$ cat src/rtl/txdom_pkg.sv
`timescale 1ns/1ps
package txdom_pkg;

  // Monitor state: waiting for a falling edge, timing a dominant run,
  // or holding the driver off after a timeout.
  typedef enum logic [1:0] {
    ST_IDLE    = 2'd0,
    ST_TIMING  = 2'd1,
    ST_TRIPPED = 2'd2
  } monState_t;

  // Strobes from control to the run counter in the datapath.
  typedef struct packed {
    logic runClear;    // force counter to zero
    logic runStart;    // first dominant sample: counter to one
    logic runAdvance;  // one more dominant sample, saturating
  } cntCtl_t;

endpackage

$ cat src/rtl/txdom_sync.sv
`timescale 1ns/1ps
module txdom_sync #(
  parameter int  STAGES    = 2,
  parameter bit  RESET_VAL = 1'b1
) (
  input  logic clk,
  input  logic rstN,
  input  logic dIn,
  output logic dOut
);

  logic [STAGES-1:0] chain;

  generate
    if (STAGES == 1) begin : g_single
      always_ff @(posedge clk or negedge rstN) begin
        if (!rstN) chain <= RESET_VAL;
        else       chain <= dIn;
      end
    end else begin : g_multi
      always_ff @(posedge clk or negedge rstN) begin
        if (!rstN) begin
          chain <= {STAGES{RESET_VAL}};
        end else begin
          chain <= {chain[STAGES-2:0], dIn};
        end
      end
    end
  endgenerate

  assign dOut = chain[STAGES-1];

endmodule

$ cat src/rtl/txdom_datapath.sv
`timescale 1ns/1ps
module txdom_datapath
  import txdom_pkg::*;
#(
  parameter int LIMIT       = 300000,
  parameter int SYNC_STAGES = 2,
  localparam int CNT_W      = $clog2(LIMIT + 1)
) (
  input  logic             clk,
  input  logic             rstN,
  input  logic             txIn,
  input  logic             busIn,
  input  logic             drvEn,
  input  cntCtl_t          ctl,
  output logic             txSync,
  output logic             txFall,
  output logic             txRise,
  output logic             nearLimit,
  output logic [CNT_W-1:0] runCount,
  output logic             txOut,
  output logic             rxOut
);

  localparam logic [CNT_W-1:0] LIMIT_V     = CNT_W'(LIMIT);
  localparam logic [CNT_W-1:0] LIMIT_M1_V  = CNT_W'(LIMIT - 1);
  localparam logic [CNT_W-1:0] ONE_V       = CNT_W'(1);

  logic txPrev;
  logic busSync;

  // Transmit line into the clock domain; recessive while in reset.
  txdom_sync #(.STAGES(SYNC_STAGES), .RESET_VAL(1'b1)) uTxSync (
    .clk  (clk),
    .rstN (rstN),
    .dIn  (txIn),
    .dOut (txSync)
  );

  // Bus level back toward the controller, same latency as transmit.
  txdom_sync #(.STAGES(SYNC_STAGES), .RESET_VAL(1'b1)) uBusSync (
    .clk  (clk),
    .rstN (rstN),
    .dIn  (busIn),
    .dOut (busSync)
  );

  // Previous synchronized sample for edge detection.
  always_ff @(posedge clk or negedge rstN) begin
    if (!rstN) txPrev <= 1'b1;
    else       txPrev <= txSync;
  end

  assign txFall = txPrev & ~txSync;
  assign txRise = ~txPrev & txSync;

  // Dominant run counter: counts low samples, saturates at the limit.
  always_ff @(posedge clk or negedge rstN) begin
    if (!rstN) begin
      runCount <= '0;
    end else if (ctl.runClear) begin
      runCount <= '0;
    end else if (ctl.runStart) begin
      runCount <= ONE_V;
    end else if (ctl.runAdvance && (runCount != LIMIT_V)) begin
      runCount <= runCount + ONE_V;
    end
  end

  assign nearLimit = (runCount == LIMIT_M1_V);

  // Gated transmit: recessive whenever the driver is off.
  assign txOut = drvEn ? txSync : 1'b1;

  // Receive path is never gated.
  assign rxOut = busSync;

endmodule

$ cat src/rtl/txdom_ctrl.sv
`timescale 1ns/1ps
module txdom_ctrl
  import txdom_pkg::*;
(
  input  logic    clk,
  input  logic    rstN,
  input  logic    drvActive,
  input  logic    faultClr,
  input  logic    txFall,
  input  logic    txRise,
  input  logic    nearLimit,
  output cntCtl_t ctl,
  output logic    drvEn,
  output logic    faultFlag
);

  monState_t state;
  monState_t nextState;
  logic      tripNow;

  always_comb begin
    nextState = state;
    ctl       = '0;
    tripNow   = 1'b0;
    unique case (state)
      ST_IDLE: begin
        if (drvActive && txFall) begin
          nextState    = ST_TIMING;
          ctl.runStart = 1'b1;
        end else begin
          ctl.runClear = 1'b1;
        end
      end
      ST_TIMING: begin
        if (!drvActive || txRise) begin
          // Mode left or run ended early: abandon without fault.
          nextState    = ST_IDLE;
          ctl.runClear = 1'b1;
        end else if (nearLimit) begin
          nextState      = ST_TRIPPED;
          ctl.runAdvance = 1'b1;
          tripNow        = 1'b1;
        end else begin
          ctl.runAdvance = 1'b1;
        end
      end
      ST_TRIPPED: begin
        if (txRise) begin
          // Only a recessive edge releases the driver.
          nextState    = ST_IDLE;
          ctl.runClear = 1'b1;
        end else if (!drvActive) begin
          ctl.runClear = 1'b1;
        end else begin
          ctl.runAdvance = 1'b1;
        end
      end
      default: begin
        nextState    = ST_IDLE;
        ctl.runClear = 1'b1;
      end
    endcase
  end

  always_ff @(posedge clk or negedge rstN) begin
    if (!rstN) state <= ST_IDLE;
    else       state <= nextState;
  end

  // Sticky fault: a trip wins over a clear on the same edge.
  always_ff @(posedge clk or negedge rstN) begin
    if (!rstN)         faultFlag <= 1'b0;
    else if (tripNow)  faultFlag <= 1'b1;
    else if (faultClr) faultFlag <= 1'b0;
  end

  assign drvEn = drvActive && (state != ST_TRIPPED);

endmodule

$ cat src/rtl/txdom_guard.sv
`timescale 1ns/1ps
module txdom_guard
  import txdom_pkg::*;
#(
  parameter int TIMEOUT_CYCLES = 300000,
  parameter int SYNC_STAGES    = 2,
  localparam int CNT_W         = $clog2(TIMEOUT_CYCLES + 1)
) (
  input  logic clk,
  input  logic rstN,
  input  logic drvActive,
  input  logic txIn,
  input  logic faultClr,
  input  logic busIn,
  output logic drvEn,
  output logic txOut,
  output logic rxOut,
  output logic faultFlag
);

  cntCtl_t          ctl;
  logic             txSync;
  logic             txFall;
  logic             txRise;
  logic             nearLimit;
  logic [CNT_W-1:0] runCount;

  txdom_datapath #(.LIMIT(TIMEOUT_CYCLES), .SYNC_STAGES(SYNC_STAGES)) uDp (
    .clk       (clk),
    .rstN      (rstN),
    .txIn      (txIn),
    .busIn     (busIn),
    .drvEn     (drvEn),
    .ctl       (ctl),
    .txSync    (txSync),
    .txFall    (txFall),
    .txRise    (txRise),
    .nearLimit (nearLimit),
    .runCount  (runCount),
    .txOut     (txOut),
    .rxOut     (rxOut)
  );

  txdom_ctrl uCtrl (
    .clk       (clk),
    .rstN      (rstN),
    .drvActive (drvActive),
    .faultClr  (faultClr),
    .txFall    (txFall),
    .txRise    (txRise),
    .nearLimit (nearLimit),
    .ctl       (ctl),
    .drvEn     (drvEn),
    .faultFlag (faultFlag)
  );

endmodule

$ cat config.mk
export PLATFORM = sky130hd
export DESIGN_NAME = txdom_guard
export DESIGN_NICKNAME = d
export VERILOG_FILES = /design/src/rtl/txdom_pkg.sv /design/src/rtl/txdom_sync.sv /design/src/rtl/txdom_datapath.sv /design/src/rtl/txdom_ctrl.sv /design/src/rtl/txdom_guard.sv
export SDC_FILE = /design/constraint.sdc
export NUM_CORES = 1
export LEC_CHECK = 0
export BUFFER_PORTS_ARGS = -buffer_cell sky130_fd_sc_hd__buf_2
export CORE_MARGIN = 3
export CORE_UTILIZATION = 50
export CTS_CLUSTER_DIAMETER = 80
export DETAILED_ROUTE_END_ITERATION = 12
export PLACE_DENSITY = 0.7
export SYNTH_ARGS = -nofsm -noshare
export SYNTH_HDL_FRONTEND = slang
export SYNTH_HIERARCHICAL = 1
export SYNTH_SLANG_ARGS = --single-unit
export TNS_END_PERCENT = 50
$ cat constraint.sdc
create_clock -name clk -period 1.9 [get_ports clk]
set_input_delay 0 -clock clk [delete_from_list [all_inputs] [get_ports clk]]
set_output_delay 0 -clock clk [all_outputs]
set_load 0.02 [all_outputs]
==> impl_metrics.tcl <==
set metrics [dict create \
    cpMaxStageDelayCell "dfrtp_1" \
    crit_arrival_ns 2.23 \
    drc 0 \
    synth-seq-cells 27 \
    vias_per_cell 5.793 \
    rsz0062_at_grt "yes" \
    synth.avg_cell_area_um2 9.585 \
    grt_pass1_wl_um 6279 \
    synth_cells 165 \
    r2r_slack_ns -0.09 \
    num_io_pins 10 \
    nNetsFinal 218 \
    die_x_um 62.24 \
    r2r-start "uDp/runCount[13]$_DFFE_PN0P_" \
    synth_cell_type_count 45 \
    wl_per_cell_um 16.34 \
    grt_pass1_vias 1435 \
    cp_cell_sequence "or3_4 > nor3_4 > and3_4 > inv_2 > a311oi_2 > mux2_1" \
    cap_violations 0 \
    instances_no_fill 246 \
    firstDrtPassIters 4 \
    cts_tree "yes" \
    yosys-top-cells-area "dfrtp_1 (35%), dfstp_2 (8.3%), ha_1 (5.5%), nand3_1 (3.8%), nor2_1 (3.3%)" \
    whs_endpoint "uCtrl/faultFlag$_DFFE_PN0P_" \
    antenna_found_initial 0 \
    crit_type "flop to flop" \
    wl_um 4020 \
    hpwlAfterDp_um 2635 \
    grt_max_degree 28 \
    period_share_pct 104.9 \
    place_inst 233 \
    worst_setup_path_start_kind "flop" \
    gp_congestion 0.8291 \
    syn_nets 178 \
    clk_pin_slew_ns 0.14 \
    tightest_slew_ns 0.6113 \
    rows 19 \
    setup_viol 4 \
    hold_viol 0 \
    cp-end-kind "flop" \
    grt.total_usage_pct 20.18 \
    htreeDepth 1 \
    clock_skew_ns 0.006805 \
    min-delay-start "drvActive" \
    fillers 200 \
    slowest_delay_ns 0.41 \
    clkSinkCount 27 \
    period_minus_slack_ns 1.993 \
    ys.flop_type "dfrtp_1" \
    final_cell_mix "buf_4 (23), dfrtp_1 (22), nor2_1 (11)" \
    drv_slew 0 \
    worstReg2RegEnd "uCtrl/state[0]$_DFFE_PN0P_" \
    root_buffer "clkbuf_4" \
    placed_cell_area_um2 1843 \
    slew_headroom_pct 59.25 \
    crit_cells 6 \
    die_area_um2 3874 \
    drive_above_1_share_pct 37.75 \
    grt_overflow 0 \
    p_per_area_nw_per_um2 794.7 \
    ys_warn_count 6 \
    initial_core_util_pct 54.98 \
    design_area_um2 2110 \
    cp.buffers_inverters 1 \
    port-buffer-count 9 \
    synth_area_leader_cell "dfrtp_1" \
    hp-class "input pin to flop" \
    worst_r2r_path_depth 6 \
    critPathTopFamily "simple AND/OR/NAND/NOR gates" \
    fp.dieH_um 62.24 \
    vias 1425 \
    mostFrequentLayoutCell "buf_4" \
    ir_drop_mv 0.6540 \
    cts_max_path_buffers 2 \
    design_power_total_w 0.001677 \
    synthArstFlopShare_pct 100.0 \
    synth_top_area_share_pct 34.81 \
    cp.required_ns 2.14 \
    worst_slack_ns -0.09287 \
    violations "setup timing" \
    ant_nets 0 \
    fin_setup_tns_ns -0.1506 \
    preCtsSetupSlack_ns -0.1042 \
    fmax_mhz 501.8 \
    clock_latency_ns 0.33 \
    yosysSeqAreaShare_pct 43.12 \
    p_leak_nw 0.8735 \
    holdPathStages 3 \
    crit_path_max_fanout 2 \
    status "complete, but fails checks" \
    core_area_um2 2877 \
    numCtsBuffers 3 \
    syn-cell-area_um2 1582 \
    syn_to_final_growth_pct 33.39 \
    diodes 0 \
    synth_edf_count 0 \
    drtIter0Drc 67 \
]
[report_power, final]
| part | leakage [nW] | internal, W | total, W | switching [W] |
|---|---|---|---|---|
| logic | 0.501 | 0.000354 | 0.000776 | 0.000422 |
| registers | 0.357 | 0.000613 | 0.000645 | 0.0000322 |
| clock network | 0.0150 | 0.0000826 | 0.000255 | 0.000172 |
[routing by layer]
layer / routed length [um] / global-route usage (%) / up-vias
met2: 2014 / 34.01 / 50
met1: 1648 / 25.55 / 685
met3: 195 / 2.342 / 18
met4: 161 / 10.22 / 0
li1: - / - / 672
met5: 0 / 0 / -
[tightest hold or removal path, cell delays in order]
cell,delay (ns)
buf_2,0.13
or2b_1,0.16
o22ai_1,0.07
[cell type report]
| cell class | instances | area, um^2 | share of cell area [%] |
|---|---|---|---|
| well taps | 42 | 52.55 | 2.491 |
| inverters | 9 | 33.78 | 1.601 |
| repair buffers | 40 | 311.5 | 14.77 |
| multi-input cells | 124 | 1003 | 47.57 |
| flip-flops and latches | 27 | 681.9 | 32.33 |
| clock buffers | 4 | 26.28 | 1.246 |
[sequential cells by signal (all words and copies together) (netlist names)]
signal	flops
uDp/txPrev	1
uCtrl/state	2
uDp/uBusSync/chain	2
uCtrl/faultFlag	1
uDp/uTxSync/chain	2
uDp/runCount	19
[cell usage after synthesis, types with 2 or more instances]
cell type,instances
a21oi_1,6
and3_1,3
and4_1,3
clkbuf_1,3
dfrtp_1,22
dfstp_2,5
ha_1,7
inv_1,9
mux2i_1,3
nand2_1,10
nand2b_1,3
nand3_1,12
nand4_1,7
nor2_1,14
nor2b_1,5
nor3_1,4
nor3b_1,2
nor4_1,2
nor4b_1,2
o31ai_1,4
or3_1,4
or4_1,4
xnor2_1,4
xor2_1,6
[stage by stage]
| stage | util [%] | hold slack, ns |
|---|---|---|
| floorplan | - | -0.2956 |
| global placement | 64.07 | 0.03314 |
| detailed placement | 64.07 | 0.04709 |
| CTS | 68.25 | 0.04207 |
| global route | 73.34 | 0.04958 |
| finish | 73.34 | 0.04935 |
[kinds of logic (layout without fill, tap and decap cells)]
group	Yosys count	count (layout)	synth area share [%]
compound gates	19	19	8.624
xor+xnor	10	10	5.538
fa+ha+maj	7	7	5.538
buf+inv	14	53	3.639
flops	27	27	43.12
mux	4	4	2.611
simple gates	84	84	30.93
[timing repair]
| action | 4_1_cts | 5_1_grt |
|---|---|---|
| hold endpoints to repair | 25 | 0 |
| pin swaps | 2 | 8 |
| gates resized for setup | 8 | 27 |
| hold buffers | 4 | 0 |
| setup buffers | 3 | 2 |
| endpoints found under the setup margin | 7 | 17 |
[worst max path at each step]
stage,startpoint,endpoint,slack [ns]
5_1_grt,uDp/runCount[13]$_DFFE_PN0P_,uCtrl/state[0]$_DFFE_PN0P_,-0.12
3_3_place_gp,uDp/runCount[13]$_DFFE_PN0P_,uCtrl/state[0]$_DFFE_PN0P_,-0.06
4_1_cts,uDp/runCount[13]$_DFFE_PN0P_,uCtrl/state[0]$_DFFE_PN0P_,-0.1
2_1_floorplan,uDp/runCount[13]$_DFFE_PN0P_,uCtrl/state[0]$_DFFE_PN0P_,-0.002
3_5_place_dp,uDp/runCount[13]$_DFFE_PN0P_,uCtrl/state[0]$_DFFE_PN0P_,-0.10
6_report,uDp/runCount[13]$_DFFE_PN0P_,uCtrl/state[0]$_DFFE_PN0P_,-0.09
(Power assumes the default switching activity.)
